<file path="src/rtl/mt_pkg.sv">
package mt_pkg;
  typedef enum logic [2:0] {
    MODE_UNARY  = 3'd0,
    MODE_NORMAL = 3'd1,
    MODE_STICKY = 3'd2,
    MODE_EXCH   = 3'd3,
    MODE_IMPER  = 3'd4
  } match_mode_e;
endpackage

</file>
<file path="src/rtl/mt_slot_addr.sv">
module mt_slot_addr #(
  parameter int FP_W   = 6,
  parameter int OFF_W  = 6,
  parameter int ADDR_W = 6
) (
  input  logic [FP_W-1:0]   fp_i,
  input  logic [OFF_W-1:0]  off_i,
  input  logic              rel_i,
  output logic [ADDR_W-1:0] slot_o
);
  logic [ADDR_W-1:0] rel_slot;
  logic [ADDR_W-1:0] abs_slot;

  // Sum wraps modulo the frame store size.
  assign rel_slot = ADDR_W'(fp_i) + ADDR_W'(off_i);
  assign abs_slot = ADDR_W'(off_i);

  always_comb begin
    if (rel_i) slot_o = rel_slot;
    else       slot_o = abs_slot;
  end
endmodule

</file>
<file path="src/rtl/mt_match_rule.sv">
module mt_match_rule
  import mt_pkg::*;
#(
  parameter int DATA_W = 16
) (
  input  logic [2:0]        mode_i,
  input  logic              port_i,
  input  logic              imp_wr_i,
  input  logic              pres_i,
  input  logic [DATA_W-1:0] slot_i,
  input  logic [DATA_W-1:0] tok_i,
  output logic              fire_o,
  output logic              mem_we_o,
  output logic              pb_we_o,
  output logic              pb_d_o,
  output logic [DATA_W-1:0] left_o,
  output logic [DATA_W-1:0] right_o
);
  logic [DATA_W-1:0] ord_left;
  logic [DATA_W-1:0] ord_right;

  // Port-ordered pairing of the stored value with the arriving one.
  always_comb begin
    if (port_i) begin
      ord_left  = slot_i;
      ord_right = tok_i;
    end else begin
      ord_left  = tok_i;
      ord_right = slot_i;
    end
  end

  always_comb begin
    fire_o   = 1'b0;
    mem_we_o = 1'b0;
    pb_we_o  = 1'b0;
    pb_d_o   = 1'b0;
    left_o   = tok_i;
    right_o  = '0;
    case (match_mode_e'(mode_i))
      MODE_NORMAL: begin
        pb_we_o = 1'b1;
        if (pres_i) begin
          fire_o  = 1'b1;
          pb_d_o  = 1'b0;
          left_o  = ord_left;
          right_o = ord_right;
        end else begin
          mem_we_o = 1'b1;
          pb_d_o   = 1'b1;
        end
      end
      MODE_STICKY: begin
        if (pres_i) begin
          fire_o  = 1'b1;
          left_o  = ord_left;
          right_o = ord_right;
        end else begin
          mem_we_o = 1'b1;
          pb_we_o  = 1'b1;
          pb_d_o   = 1'b1;
        end
      end
      MODE_EXCH: begin
        fire_o   = 1'b1;
        mem_we_o = 1'b1;
        pb_we_o  = 1'b1;
        pb_d_o   = 1'b1;
        left_o   = slot_i;
        right_o  = tok_i;
      end
      MODE_IMPER: begin
        if (imp_wr_i) begin
          mem_we_o = 1'b1;
        end else begin
          fire_o  = 1'b1;
          left_o  = slot_i;
          right_o = tok_i;
        end
      end
      default: begin
        fire_o  = 1'b1;
        left_o  = tok_i;
        right_o = '0;
      end
    endcase
  end
endmodule

</file>
<file path="src/rtl/mt_frame_store.sv">
module mt_frame_store #(
  parameter int SLOTS  = 64,
  parameter int DATA_W = 16,
  localparam int ADDR_W = $clog2(SLOTS)
) (
  input  logic              clk,
  input  logic              rst_n,
  input  logic [ADDR_W-1:0] addr_i,
  output logic              pres_o,
  output logic [DATA_W-1:0] data_o,
  input  logic              mem_we_i,
  input  logic [DATA_W-1:0] wdata_i,
  input  logic              pb_we_i,
  input  logic              pb_d_i,
  output logic [SLOTS-1:0]  pres_vec_o
);
  logic [DATA_W-1:0] mem_q [SLOTS];
  logic [SLOTS-1:0]  pres_q;
  logic [SLOTS-1:0]  pres_d;

  // Same-cycle read; a write lands at the edge, before the next token reads.
  assign pres_o     = pres_q[addr_i];
  assign data_o     = mem_q[addr_i];
  assign pres_vec_o = pres_q;

  always_comb begin
    pres_d = pres_q;
    if (pb_we_i) pres_d[addr_i] = pb_d_i;
  end

  always_ff @(posedge clk or negedge rst_n) begin
    if (!rst_n) pres_q <= '0;
    else if (pb_we_i) pres_q <= pres_d;
  end

  always_ff @(posedge clk) begin
    if (mem_we_i) mem_q[addr_i] <= wdata_i;
  end
endmodule

</file>
<file path="src/rtl/mt_operand_match.sv">
module mt_operand_match
  import mt_pkg::*;
#(
  parameter int FP_W   = 6,
  parameter int IP_W   = 8,
  parameter int OFF_W  = 6,
  parameter int DATA_W = 16,
  parameter int SLOTS  = 64,
  localparam int ADDR_W = $clog2(SLOTS)
) (
  input  logic              clk,
  input  logic              rst_n,
  input  logic              in_valid,
  output logic              in_ready,
  input  logic [FP_W-1:0]   in_fp,
  input  logic [IP_W-1:0]   in_ip,
  input  logic              in_port,
  input  logic [DATA_W-1:0] in_data,
  input  logic [OFF_W-1:0]  in_offset,
  input  logic              in_rel,
  input  logic [2:0]        in_mode,
  input  logic              in_imp_wr,
  output logic              out_valid,
  input  logic              out_ready,
  output logic [FP_W-1:0]   out_fp,
  output logic [IP_W-1:0]   out_ip,
  output logic [DATA_W-1:0] out_left,
  output logic [DATA_W-1:0] out_right
);
  // Stage A: slot address registered with the token
  logic              adv;
  logic              a_valid_q;
  logic [ADDR_W-1:0] a_slot_q;
  logic [2:0]        a_mode_q;
  logic              a_port_q;
  logic              a_impw_q;
  logic [DATA_W-1:0] a_data_q;
  logic [IP_W-1:0]   a_ip_q;
  logic [FP_W-1:0]   a_fp_q;
  logic [ADDR_W-1:0] slot_d;

  // Stage B: match against the frame store
  logic              act;
  logic              rd_pres;
  logic [DATA_W-1:0] rd_data;
  logic              r_fire, r_mem_we, r_pb_we, r_pb_d;
  logic [DATA_W-1:0] r_left, r_right;
  logic [SLOTS-1:0]  pres_vec;
  logic              out_valid_d;

  assign adv      = !out_valid || out_ready;
  assign in_ready = adv;
  assign act      = a_valid_q && adv;

  mt_slot_addr #(.FP_W(FP_W), .OFF_W(OFF_W), .ADDR_W(ADDR_W)) u_addr (
    .fp_i   (in_fp),
    .off_i  (in_offset),
    .rel_i  (in_rel),
    .slot_o (slot_d)
  );

  always_ff @(posedge clk or negedge rst_n) begin
    if (!rst_n) a_valid_q <= 1'b0;
    else if (adv) a_valid_q <= in_valid;
  end

  always_ff @(posedge clk) begin
    if (adv && in_valid) begin
      a_slot_q <= slot_d;
      a_mode_q <= in_mode;
      a_port_q <= in_port;
      a_impw_q <= in_imp_wr;
      a_data_q <= in_data;
      a_ip_q   <= in_ip;
      a_fp_q   <= in_fp;
    end
  end

  mt_frame_store #(.SLOTS(SLOTS), .DATA_W(DATA_W)) u_store (
    .clk        (clk),
    .rst_n      (rst_n),
    .addr_i     (a_slot_q),
    .pres_o     (rd_pres),
    .data_o     (rd_data),
    .mem_we_i   (act && r_mem_we),
    .wdata_i    (a_data_q),
    .pb_we_i    (act && r_pb_we),
    .pb_d_i     (r_pb_d),
    .pres_vec_o (pres_vec)
  );

  mt_match_rule #(.DATA_W(DATA_W)) u_rule (
    .mode_i   (a_mode_q),
    .port_i   (a_port_q),
    .imp_wr_i (a_impw_q),
    .pres_i   (rd_pres),
    .slot_i   (rd_data),
    .tok_i    (a_data_q),
    .fire_o   (r_fire),
    .mem_we_o (r_mem_we),
    .pb_we_o  (r_pb_we),
    .pb_d_o   (r_pb_d),
    .left_o   (r_left),
    .right_o  (r_right)
  );

  assign out_valid_d = act && r_fire;

  always_ff @(posedge clk or negedge rst_n) begin
    if (!rst_n) out_valid <= 1'b0;
    else if (adv) out_valid <= out_valid_d;
  end

  always_ff @(posedge clk) begin
    if (out_valid_d) begin
      out_left  <= r_left;
      out_right <= r_right;
      out_ip    <= a_ip_q;
      out_fp    <= a_fp_q;
    end
  end

  // Assertions
  a_r2_unary_fires: assert property (@(posedge clk) disable iff (!rst_n)
    act && a_mode_q == MODE_UNARY |=> out_valid);
  a_r3_normal_store_inhibits: assert property (@(posedge clk) disable iff (!rst_n)
    act && a_mode_q == MODE_NORMAL && !rd_pres |=> !out_valid && pres_vec[$past(a_slot_q)]);
  a_r4_normal_match_clears: assert property (@(posedge clk) disable iff (!rst_n)
    act && a_mode_q == MODE_NORMAL && rd_pres |=> out_valid && !pres_vec[$past(a_slot_q)]);
  a_r6_sticky_keeps_bit: assert property (@(posedge clk) disable iff (!rst_n)
    act && a_mode_q == MODE_STICKY && rd_pres |=> out_valid && pres_vec[$past(a_slot_q)]);
  a_r8_imperative_bit_unchanged: assert property (@(posedge clk) disable iff (!rst_n)
    act && a_mode_q == MODE_IMPER |=> pres_vec[$past(a_slot_q)] == $past(rd_pres));
  a_r10_output_held: assert property (@(posedge clk) disable iff (!rst_n)
    out_valid && !out_ready |=> out_valid && $stable(out_left) && $stable(out_right) && $stable(out_ip));
endmodule

</file>
<file path="config.mk">
export PLATFORM = sky130hd
export DESIGN_NAME = mt_operand_match
export DESIGN_NICKNAME = d
export VERILOG_FILES = /design/src/rtl/mt_pkg.sv /design/src/rtl/mt_slot_addr.sv /design/src/rtl/mt_match_rule.sv /design/src/rtl/mt_frame_store.sv /design/src/rtl/mt_operand_match.sv
export SDC_FILE = /design/constraint.sdc
export NUM_CORES = 1
export LEC_CHECK = 0
export BUFFER_PORTS_ARGS = -buffer_cell sky130_fd_sc_hd__buf_2
export CORE_MARGIN = 2
export CORE_UTILIZATION = 35
export CTS_BUF_LIST = sky130_fd_sc_hd__clkbuf_4
export DETAILED_ROUTE_END_ITERATION = 6
export PLACE_DENSITY_LB_ADDON = 0.12
export REMOVE_ABC_BUFFERS = 1
export SYNTH_ARGS = -nofsm -noshare
export SYNTH_HDL_FRONTEND = slang
export SYNTH_SLANG_ARGS = --single-unit
</file>
<file path="constraint.sdc">
create_clock -name clk -period 5.3 [get_ports clk]
set_clock_uncertainty 0.15 [all_clocks]
set_input_delay 0.265 -clock clk [delete_from_list [all_inputs] [get_ports clk]]
set_output_delay 0.265 -clock clk [all_outputs]
set_load 0.03 [all_outputs]
</file>
==> flow_metrics.py <==
metrics = {
    "global_routing": {
        "grt-ovfl-total": 0,
        "grt_use_total_pct": 19.1,
        "grt_pass1_vias": 25900,
        "grt_pass1_wl_um": 183000,
        "grt_max_degree": 107,
        "antenna_found_initial": 11,
    },
    "worst_setup_path": {
        "worstPathArrival_ns": 5.26,
        "path_class": "register to register",
        "cp_max_fo": 14,
        "crit_required_ns": 6.02,
        "start_kind": "register",
        "slowest_delay_ns": 0.74,
        "crit_top_cell": "buf_4",
        "regToRegSetupSlack_ns": 0.76,
        "reg2reg_from": "a_slot_q[2]$_DFFE_PP_",
        "reg2reg_to": "u_store.mem_q[42][6]$_DFFE_PP_",
        "reg2regPathDepth": 10,
        "crit_path_end": "u_store.mem_q[42][6]$_DFFE_PP_",
        "critical_path.startpoint": "a_slot_q[2]$_DFFE_PP_",
        "crit_chain": "buf_4 -> mux2i_1 -> o22ai_1 -> o31ai_1 -> o2111ai_1 -> nor4_4 -> a211oi_4 -> or3_1 -> nor2_2 -> buf_4",
        "cp_slowest_cell": "edfxtp_1",
        "crit_path_end_kind": "register",
    },
    "routing": {
        "via_per_inst": 5.29,
        "drtPass1Iterations": 5,
        "routed_wl_um": 129000,
        "drc": 0,
        "drtAntennaViolNets": 0,
        "drt_first_iter_violations": 2377,
        "vias": 24400,
        "drt-wirelength-per-cell_um": 27.9,
    },
    "timing": {
        "hold_viol": 0,
        "period_share_pct": 85.6,
        "worst_pin_slew_ns": 1.13,
        "rsz0062_at_grt": "no",
        "slew_viol_final": 0,
        "fin_tns_setup_ns": 0,
        "fin_ws_ns": 0.762,
        "setup_viol_count_final": 0,
        "whs_ns": 0.175,
        "fmax_mhz": 220,
        "slew_headroom_pct": 24.6,
        "finalCriticalPeriod_ns": 4.54,
    },
    "placed_design": {
        "routabilityCongestion": 0.809,
        "io_buffers": 93,
        "dp.cells": 3974,
        "place_area_um2": 49800,
        "hpwl_um": 75800,
        "place_ws_ns": 0.774,
    },
    "floorplan": {
        "initial_core_util_pct": 35.3,
        "rows": 133,
        "io_pins": 94,
        "dieWidth_um": 368,
        "dieArea_um2": 135000,
        "core_area_um2": 131000,
        "die_y_um": 368,
    },
    "pwr": {
        "peakVddDrop_mv": 0.240,
        "p_leak_nw": 17.7,
        "p_per_area_nw_per_um2": 391,
        "total_power_mw": 21.4,
    },
    "layout": {
        "fin_util_pct": 41.7,
        "nets": 2696,
        "syn_to_final_growth_pct": 18.2,
        "drive_above_1_share_pct": 40.5,
        "fillers": 11600,
        "multiInputGateArea_um2": 10900,
        "instances_no_fill": 4619,
        "seqCellArea_um2": 35100,
        "stdcell_area_um2": 54700,
    },
    "hold_path": {
        "hold_path.class": "primary input to register",
    },
    "synth": {
        "yosysSeqAreaShare_pct": 75.9,
        "netlist.area_leader.share_pct": 72.1,
        "synth-seq-cells": 1183,
        "synth_warnings": 0,
        "syn_area_um2": 46300,
        "ys.flop_type": "edfxtp_1",
        "synth_cells": 2137,
        "synthArstFlopShare_pct": 5.58,
        "synth.distinct_cells": 52,
        "yosysTopAreaCell": "edfxtp_1",
        "synth_edf_count": 1111,
        "netlist_top_cells_area": "edfxtp_1 (72%), mux4_2 (17%), dfrtp_1 (3.6%), o31ai_1 (1.0%), o21ai_0 (0.76%)",
        "syn_avg_cell_area_um2": 21.7,
    },
    "cts": {
        "cts.repair.resized": 0,
        "cts_tree": "yes",
        "postCtsSetupRepairBufs": 0,
        "htree_levels": 5,
        "holdBufCountCts": 94,
        "clock_latency_ns": 1.22,
        "clock_sinks": 1183,
        "root_buffer": "clkbuf_4",
        "numCtsBuffers": 329,
        "clkTransAtPathRegs_ns": 0.06,
        "cts_max_path_buffers": 4,
    },
    "job": {
        "max-cap-violations": 0,
    },
    "status": {
        "status": "complete, no violations",
    },
}
-- worst min path at each step --
stage	start	endpoint	slack [ns]	cells after the start
5_1_grt	in_ip[6]	a_ip_q[6]$_DFFE_PP_	0.06	3
3_5_place_dp	a_fp_q[2]$_DFFE_PP_	out_fp[2]$_DFFE_PP_	0.26	0
6_report	in_data[10]	a_data_q[10]$_DFFE_PP_	0.17	3
2_1_floorplan	rst_n	a_valid_q$_DFFE_PN0N_	-0.18	0
3_3_place_gp	a_ip_q[5]$_DFFE_PP_	out_ip[5]$_DFFE_PP_	0.25	0
4_1_cts	in_mode[1]	a_mode_q[1]$_DFFE_PP_	0.01	3
-- cells in the mapped netlist, drive strengths merged (22+ instances only) --
cell type / number
o21ai: 73
dfrtp: 66
mux2: 22
mux4: 340
nor4: 23
o31ai: 65
nor2: 41
nor3: 31
nand2: 91
buf: 49
clkbuf: 92
edfxtp: 1111
-- critical path, delay by kind of cell (launching register included) --
family          cells  cell delay [ns]
flops               1             0.74
simple gates        3             1.74
mux                 1             0.24
compound gates      4             0.78
buf+inv             2             0.58
-- registers in the layout (all words and copies together), names as in the netlist, 8 cells and up, named ones only --
name / flops
u_store.pres_vec_o: 64
u_store.mem_q: 1024
a_data_q: 16
out_left: 16
out_right: 16
out_ip: 8
a_ip_q: 8
-- per-layer routing --
layer / track usage [%] / part of all wire (%)
met3: 5.54 / 7.5
met1: 25.8 / 43
met5: 0 / 0
met2: 29.4 / 47
met4: 7.38 / 2.9
-- power breakdown --
part           leakage, nW  switching (mW)  internal [mW]  total, mW
Combinational         4.37            1.73           1.14       2.88
Clock                 2.36            3.66           4.22       7.88
Sequential            11.0           0.197           10.5       10.7
-- cell families after synthesis --
| kind of cell | count (synthesis) | synth area share (%) |
|---|---|---|
| AO/OA/AOI/OAI | 184 | 2.62 |
| XOR/XNOR | 6 | 0.114 |
| adder cells (fa/ha/maj) | 6 | 0.178 |
| buffers and inverters | 148 | 1.33 |
| flip-flops | 1183 | 75.9 |
| multiplexers | 379 | 17.4 |
| AND/OR/NAND/NOR | 231 | 2.41 |
-- final cells by class --
type / count / area share, %
antenna: 10 / 0.0457
clock buffer: 469 / 6.44
clock inverter: 72 / 0.702
inverter: 7 / 0.0480
multi-input combinational: 806 / 19.9
sequential: 1183 / 64.2
tap: 1755 / 4.01
timing repair buffer: 317 / 4.58
-- cell usage in the layout (no fill, tap or decap), types with 10 or more instances in the layout --
cell	Yosys	layout
mux2i_1	17	17
edfxtp_1	1111	1111
o21ai_0	70	70
a22o_1	16	16
nor2_1	41	28
nor2_2	0	12
dlygate4sd3_1	0	94
mux4_2	340	340
buf_12	0	10
nor4_2	0	22
o31ai_1	64	64
clkbuf_4	0	469
clkinv_1	1	54
buf_2	11	93
dfrtp_1	66	66
diode_2	0	10
buf_4	4	120
nor3_2	0	31
nand2_1	91	90
mux2_2	22	22
Note: power is estimated with default switching activity, not from simulation.
